### src/rtl/cstp_ring.sv
`timescale 1ns/1ps
module cstp_ring #(
  parameter int N  = 8,
  parameter int CW = 16
) (
  input  logic          clk,
  input  logic          mreset,
  input  logic          test_en,
  input  logic [CW-1:0] run_len,
  input  logic [N-1:0]  d,
  output logic [N-1:0]  q,
  output logic          done
);
  localparam logic [CW-1:0] ONE = CW'(1);

  logic [N-1:0]  ring_prev;
  logic [CW-1:0] cnt;
  logic          capture;

  assign ring_prev = {q[N-2:0], q[N-1]};
  assign done      = test_en && (cnt == run_len);
  assign capture   = test_en && !done;

  always_ff @(posedge clk) begin
    if (mreset) begin
      q   <= '0;
      cnt <= '0;
    end else if (!test_en) begin
      q   <= d;
      cnt <= '0;
    end else if (capture) begin
      q   <= d ^ ring_prev;
      cnt <= cnt + ONE;
    end
  end

  AST_MRESET_CLEARS: assert property (@(posedge clk)
    mreset |=> (q == '0));
  AST_NORMAL_LOAD: assert property (@(posedge clk) disable iff (mreset)
    !test_en |=> (q == $past(d)));
  AST_RING_CAPTURE: assert property (@(posedge clk) disable iff (mreset)
    (test_en && !done) |=> (q == ($past(d) ^ {$past(q[N-2:0]), $past(q[N-1])})));
  AST_SIGNATURE_HOLD: assert property (@(posedge clk) disable iff (mreset)
    (test_en && done) |=> $stable(q));
  AST_DONE_NEEDS_TEST: assert property (@(posedge clk) disable iff (mreset)
    !test_en |-> !done);
endmodule

### config.mk
export PLATFORM = sky130hd
export DESIGN_NAME = cstp_ring
export DESIGN_NICKNAME = d
export VERILOG_FILES = /design/src/rtl/cstp_ring.sv
export SDC_FILE = /design/constraint.sdc
export NUM_CORES = 1
export LEC_CHECK = 0
export BUFFER_PORTS_ARGS = -buffer_cell sky130_fd_sc_hd__buf_4
export CELL_PAD_IN_SITES_DETAIL_PLACEMENT = 1
export CELL_PAD_IN_SITES_GLOBAL_PLACEMENT = 1
export CORE_MARGIN = 4
export CORE_UTILIZATION = 35
export DETAILED_ROUTE_END_ITERATION = 10
export PLACE_DENSITY_LB_ADDON = 0.1
export SLEW_MARGIN = 20
export SYNTH_ARGS = -nofsm -noshare
export SYNTH_HDL_FRONTEND = slang
export SYNTH_SLANG_ARGS = --single-unit
### constraint.sdc
create_clock -name clk -period 1.95 [get_ports clk]
set_clock_uncertainty 0.1 [all_clocks]
set_input_delay 0.195 -clock clk [delete_from_list [all_inputs] [get_ports clk]]
set_output_delay 0.195 -clock clk [all_outputs]
set_load 0.1 [all_outputs]
# Word-level counts from Yosys, hierarchy flattened
# Cells that the tools add are included.
# totals
regBits	24
inputBits	27
out_inout_bits	9
word_cells	13
# op_classes
n_addsub	1
eq_ne	2
mux	2
n_bitwise	2
n_reduce_logical	4
# ops
cell	count
16-bit by 1-bit adder with 16-bit output, second input constant	1
16-bit equality test	1
8-bit 2-to-1 mux	2
8-bit bitwise XOR	1
1-bit logical AND	2
2-bit by 1-bit != test with 1-bit output, second input constant	1
2-bit OR reduction	1
1-bit zero test	1
1-bit NOT	1

# Depth between registers and ports, before layout
# Gate-level depths: netlist of run 1.
# logic_depth
depth_word	6
ltp_mapped	7
depth_no_buf	5

# Worst setup path before layout of run 1
# OpenSTA, ideal clock, no wires.
# synth_timing
path_type	flip-flop to output port
startpoint	register cnt[8]
endpoint	output done
arrival_ns	2.674
required_time_ns	1.655
path_slack_ns	-1.019
path_stages_with_launch	6
path_buffers	1
cell_sequence	dfxtp_1 > xnor2_2 > nand4_2 > or4_4 > clkbuf_2 > nor2_1
# synth_via
elab_chain_len	2
# synth_rtl
item	line_no	text
start, declared	17	logic [CW-1:0] cnt;
start signal, assigned	33	cnt <= cnt + ONE;
16-bit equality test	21	assign done = test_en && (cnt == run_len);
1-bit logical AND	21	
end, declared	12	output logic done
# No other way between the ends.

# Worst setup path in the final report of run 1
# layout_timing
startpoint	register cnt[2]
endpoint	output done
# The elaborated chain is that of the path after synthesis.

==> metrics.txt, run 1 <==
share of the yosys chip area belonging to registers 32.5%; Skew-Pair Late Insertion Delay 270 ps; warnings from Yosys 0; number of DRC markers after the initial detailed-route iteration 56; nets in the synthesized netlist 206; GRT Util Overall 18.1%; max cap viols 0; count of clock tree sinks 24; pin count of the biggest net entering global routing 21; cell area after technology mapping 0.00148 mm2; HPWL reported at the end of detailed placement 3.58 mm; total count of max-transition violations in the final report 0; count of input and output buffers 35; total die area 0.00533 mm2; mean instance size in the synthesized netlist 8.32 um2; via count of the first global-routing pass between 1500 and 2000; Final period util 111%; Synth Flop Type dfxtp_1; gate count after technology mapping 178; dominant cells by area after synthesis dfxtp_1 32%, xnor2_1 7.7%, a21oi_1 6.4%; total wire length 4.99 mm; H-Tree Level Count 1; top post-synthesis cells by count 24 x dfxtp_1, 20 x nand2_1, 19 x a21oi_1; Vias/cell approximately 5.6; Setup CP Type reg -> out; Final Hold Violating Endpoints 0; CTS tree built; P per Cell Area 537 mW/mm2; DR pass1 iterations 4; count of unresolved DRC violations after routing 0; final antenna diode count 0; outcome complete, but fails checks; Final #Nets 266; CTS buffer count 3; final RePlAce weighted congestion 0.844; post-place setup slack -41.9 ps; area inside the core boundary 0.00406 mm2; dominant cell by count in the synthesized netlist dfxtp_1; maximum resistive drop on vdd roughly 330 uV; type of the tightest min-delay check in -> reg; overall die width 73.0 um; Min Clock Period, post-route about 2200 ps; share of post-route cells with drive strength above 1 44.7%; ANT nets after route 0; required time of the critical path 1650 ps; global route total overflow 0; clock root cell clkbuf_8; Post-CTS Hold Fix Bufs 0; area share of the leading cell type in the synthesized netlist 32.5%; share of the core filled with cells 52.5%; number of synthesized register bits 24; top-level I/O count 36; RSZ-0062 raised after global routing true; layout overhead on the synthesized area 44.0%; clock input transition at the sequential cells of the worst setup and hold paths about 90 ps; worst-case headroom to the max-slew limit approximately 70%; global-route wire length before repair 7.52 mm; filler cell count around 500; worst path setup slack after routing -205 ps; wire per inst 17.4 um; Leak around 0.86 nW; category of the worst setup path capture point output port; initial standard-cell utilization of the core ~36%; critical path peak fanout 4; final setup violation count 12; Arrival @ worst endpoint about 1900 ps; failing checks setup timing; count of standard-cell rows 23; leading area contributor after synthesis dfxtp_1; Worst Tran Pin Value between 400 and 500 ps; Longest Clk Path Bufs 2; Die Span Y 73.0 um; library cells used by synthesis 36; initial antenna violation count 0; count of flip-flops with a built-in enable after synthesis 0; Async S/R FF share, synth 0%; Worst Setup Start Kind flop; via count of the routed design between 1500 and 2000; Highest Clock Rate between 400 and 500 MHz
==> placed cells by master (no fill, tap or decap), types with 2 or more instances in the layout <==
cell | netlist | layout
or3_1 | 6 | 6
and2b_1 | 7 | 7
xnor2_2 | 4 | 11
nand2_1 | 20 | 20
nand3_1 | 6 | 6
clkbuf_8 | 0 | 4
a21oi_2 | 0 | 2
a21oi_1 | 19 | 17
nor2_1 | 13 | 12
nand4_1 | 6 | 6
dfxtp_1 | 24 | 11
o21ai_0 | 9 | 9
xnor2_1 | 13 | 6
buf_4 | 1 | 60
a2bb2oi_1 | 8 | 8
buf_6 | 4 | 2
or4_1 | 5 | 5
o211ai_1 | 3 | 3
o31ai_1 | 3 | 2
dfxtp_4 | 0 | 2
o21ai_1 | 6 | 5
dfxtp_2 | 0 | 11
==> cell families after synthesis <==
logic type | share of synthesized area (%)
buffers and inverters | 4.90
XOR/XNOR | 12.1
flip-flops | 32.5
AO/OA/AOI/OAI | 20.5
adder cells (fa/ha/maj) | 0.845
AND/OR/NAND/NOR | 29.2
==> registers in the layout (all words and copies together), names as in the netlist <==
name / cells
q: 8
cnt: 16
==> per-layer routing <==
| layer | GRT usage [%] | share of wire, % | up-vias |
|---|---|---|---|
| met5 | 0 | 0 | - |
| met4 | 7.38 | 2.8 | 0 |
| met3 | 3.31 | 4.5 | 16 |
| met2 | 33.1 | 52 | 44 |
| met1 | 20.4 | 40 | 789 |
| li1 | - | - | 762 |
==> area by class of cell <==
cell class,instances,area (um2),share of cell area [%]
Clock buffer,4,55.1,2.58
Inverter,2,7.51,0.352
Timing Repair Buffer,63,493,23.1
Tap cell,50,62.6,2.94
Multi-Input combinational cell,144,1010,47.4
Sequential cell,24,502,23.5
==> metrics by stage <==
stage	TNS [ps]	power [mW]	cells	cell area [um2]	hold WS, ps
6_report	-402	1.14	287	2130	57.3
5_1_grt	-1240	1.20	287	2130	61.3
4_1_cts	-233	1.16	283	2020	51.5
3_5_place_dp	-205	0.800	278	1930	351
3_3_place_gp	0	0.794	278	1930	357
2_1_floorplan	-212	0.703	178	1500	281
==> repair_timing <==
item,in CTS,in global routing
cloned,0,2
endpoints found under the setup margin,11,24
buffers inserted,1,3
gates resized for setup,9,22
hold endpoints to repair,0,0
pin swaps,5,15
==> worst paths after layout <==
path / start / endpoint / slack (ps) / depth (start not counted)
min: mreset / q[4]$_SDFFE_PP0P_ / 60 / 2
max reg2reg: cnt[2]$_SDFFE_PP0P_ / cnt[9]$_SDFFE_PP0P_ / -60 / 8
max: cnt[2]$_SDFFE_PP0P_ / done / -210 / 5
min reg2reg: cnt[15]$_SDFFE_PP0P_ / cnt[15]$_SDFFE_PP0P_ / 410 / 2
==> critical path, cell delays in order (launching register included) <==
cell	delay, ps
dfxtp_4	370
xnor2_2	130
nand4_1	180
or4_4	580
nor2_4	130
buf_12	180
==> report_power, final <==
part / switching [mW] / leakage (nW) / internal, mW / total (mW)
Clock: 0.170 / 0.0288 / 0.181 / 0.350
Sequential: 0.0111 / 0.203 / 0.503 / 0.514
Combinational: 0.173 / 0.628 / 0.107 / 0.280
Total: 0.354 / 0.860 / 0.790 / 1.14
No activity file was read; power rests on OpenSTA's default activity.
==> run 2, diff against run 1 <==
--- a/config.mk
+++ b/config.mk
@@ -6,12 +6,9 @@
 export NUM_CORES = 1
 export LEC_CHECK = 0
 export BUFFER_PORTS_ARGS = -buffer_cell sky130_fd_sc_hd__buf_4
-export CELL_PAD_IN_SITES_DETAIL_PLACEMENT = 1
-export CELL_PAD_IN_SITES_GLOBAL_PLACEMENT = 1
 export CORE_MARGIN = 4
 export CORE_UTILIZATION = 35
 export DETAILED_ROUTE_END_ITERATION = 10
-export PLACE_DENSITY_LB_ADDON = 0.1
 export SLEW_MARGIN = 20
 export SYNTH_ARGS = -nofsm -noshare
 export SYNTH_HDL_FRONTEND = slang
==> metrics.txt, run 2 (same netlist as run 1, synthesis figures left out) <==
initial antenna violation count 0; share of the core filled with cells 52.1%; total wire length approximately 3.9 mm; Final Hold Violating Endpoints 0; fin cells 288; initial standard-cell utilization of the core 36.5%; clock input transition at the sequential cells of the worst setup and hold paths 90 ps; layout overhead on the synthesized area 42.9%; clock root cell clkbuf_8; Fin Setup TNS -157 ps; critical path peak fanout 2; via count of the first global-routing pass 1423; area inside the core boundary 0.00406 mm2; Worst Tran Pin Value 300 ps; maximum resistive drop on vdd 285 uV; DR pass1 iterations 4; top-level I/O count 36; maximum single-stage delay on the critical path 570 ps; max cap viols 0; Leak 0.864 nW; Final #Nets 268; post-layout power 1.10 mW; count of clock tree sinks 24; met1 Use GR 21.2%; share of post-route cells with drive strength above 1 43.7%; Post-CTS Hold Fix Bufs 0; count of input and output buffers 35; H-Tree Level Count 1; GR peak layer met2; overall die width ~73 um; Longest Clk Path Bufs 2; via count of the routed design around 1500; GRT Util Overall 15.8%; final setup violation count 1; met2 layer usage reported by global route 25.7%; ANT nets after route 0; max reg flops 16; count of unresolved DRC violations after routing 0; total die area 0.00533 mm2; Die Span Y 73.0 um; Reg with most FFs cnt; filler cell count between 400 and 500; biggest regs cnt x16, q x8; final RePlAce weighted congestion 0.836; Vias/cell 5.08; Final period util 108%; top library cells by usage in the layout, fill and taps aside 63 x buf_4, 20 x nand2_1, 17 x a21oi_1; commonest non-fill, non-tap cell in the layout buf_4; hold_ws 72.3 ps; global route total overflow 0; worst-case headroom to the max-slew limit 79.9%; Highest Clock Rate 475 MHz; library cell contributing the largest single delay on the critical path or4_4; GR met3 Demand/Resource 2.75%; critical-path cell list xnor2_1 > nand4_1 > or4_4 > nor2_4 > buf_12; RSZ-0062 raised after global routing true; number of DRC markers after the initial detailed-route iteration 94; category of cells accounting for the largest share of critical-path delay simple AND/OR/NAND/NOR gates; Min Clock Period, post-route 2110 ps; failing checks setup timing; Worst Path Buf+Inv 1; Placed Cells incl. Taps 278; global-route wire length before repair 6.64 mm; P per Cell Area 518 mW/mm2; Skew-Pair Late Insertion Delay around 270 ps; total count of max-transition violations in the final report 0; required time of the critical path about 1700 ps; outcome complete, but fails checks; type of the tightest min-delay check in -> reg; Setup CP Type reg -> out; CTS buffer count 3; Arrival @ worst endpoint between 1500 and 2000 ps; Worst Setup Start Kind flop; worst path setup slack after routing -157 ps; HPWL reported at the end of detailed placement 2.88 mm; pin count of the biggest net entering global routing 21; category of the worst setup path capture point output port; final antenna diode count 0; count of standard-cell rows 23; wire per inst 13.6 um; CTS tree built
-- run 2: stage by stage --
| stage | cell area [um2] | setup WS (ps) |
|---|---|---|
| 2_1_floorplan | 1500 | -212 |
| 3_3_place_gp | 1930 | -12.1 |
| 3_5_place_dp | 1930 | -49.4 |
| 4_1_cts | 2040 | -147 |
| 5_1_grt | 2120 | -211 |
| 6_report | 2120 | -157 |
-- run 2: layout make-up --
type / count / area (um2) / share of cell area [%]
repair buffers: 65 / 504 / 23.8
clock buffers: 3 / 41.3 / 1.95
multi-input cells: 144 / 1000 / 47.5
inverters: 2 / 7.51 / 0.355
flip-flops and latches: 24 / 495 / 23.4
well taps: 50 / 62.6 / 2.96
-- run 2: where the power goes --
part	internal [mW]	leakage [nW]	total, mW	switching [mW]
clock network	0.138	0.0216	0.305	0.166
registers	0.505	0.202	0.516	0.0110
logic	0.106	0.640	0.276	0.170
-- run 2: worst reg2reg max path: stages (launching register included) --
cell and delay [ps]:
dfxtp_1 340, xnor2_2 140, nand4_1 160, buf_4 150, nor4_4 40, buf_4 130, buf_4 160, or4_1 500
a21oi_1 140
-- run 2: layer usage --
metal | routed length [um] | up-vias
met4 | 36 | 0
met2 | 1890 | 21
met1 | 1870 | 674
li1 | - | 767
met3 | 122 | 2
met5 | 0 | -
-- run 2: path summary, 6_finish.rpt --
kind,end,from,slack [ps],depth (start not counted)
setup / recovery,done,cnt[10]$_SDFFE_PP0P_,-160,5
hold / removal,q[2]$_SDFFE_PP0P_,mreset,70,2
setup reg to reg,cnt[15]$_SDFFE_PP0P_,cnt[4]$_SDFFE_PP0P_,30,8
hold reg to reg,cnt[1]$_SDFFE_PP0P_,cnt[1]$_SDFFE_PP0P_,510,3
-- run 2: what timing repair did --
action,CTS,global route
buffers inserted,2,5
cloned,0,1
gates resized for setup,13,11
endpoints found under the setup margin,10,14
pin swaps,11,12
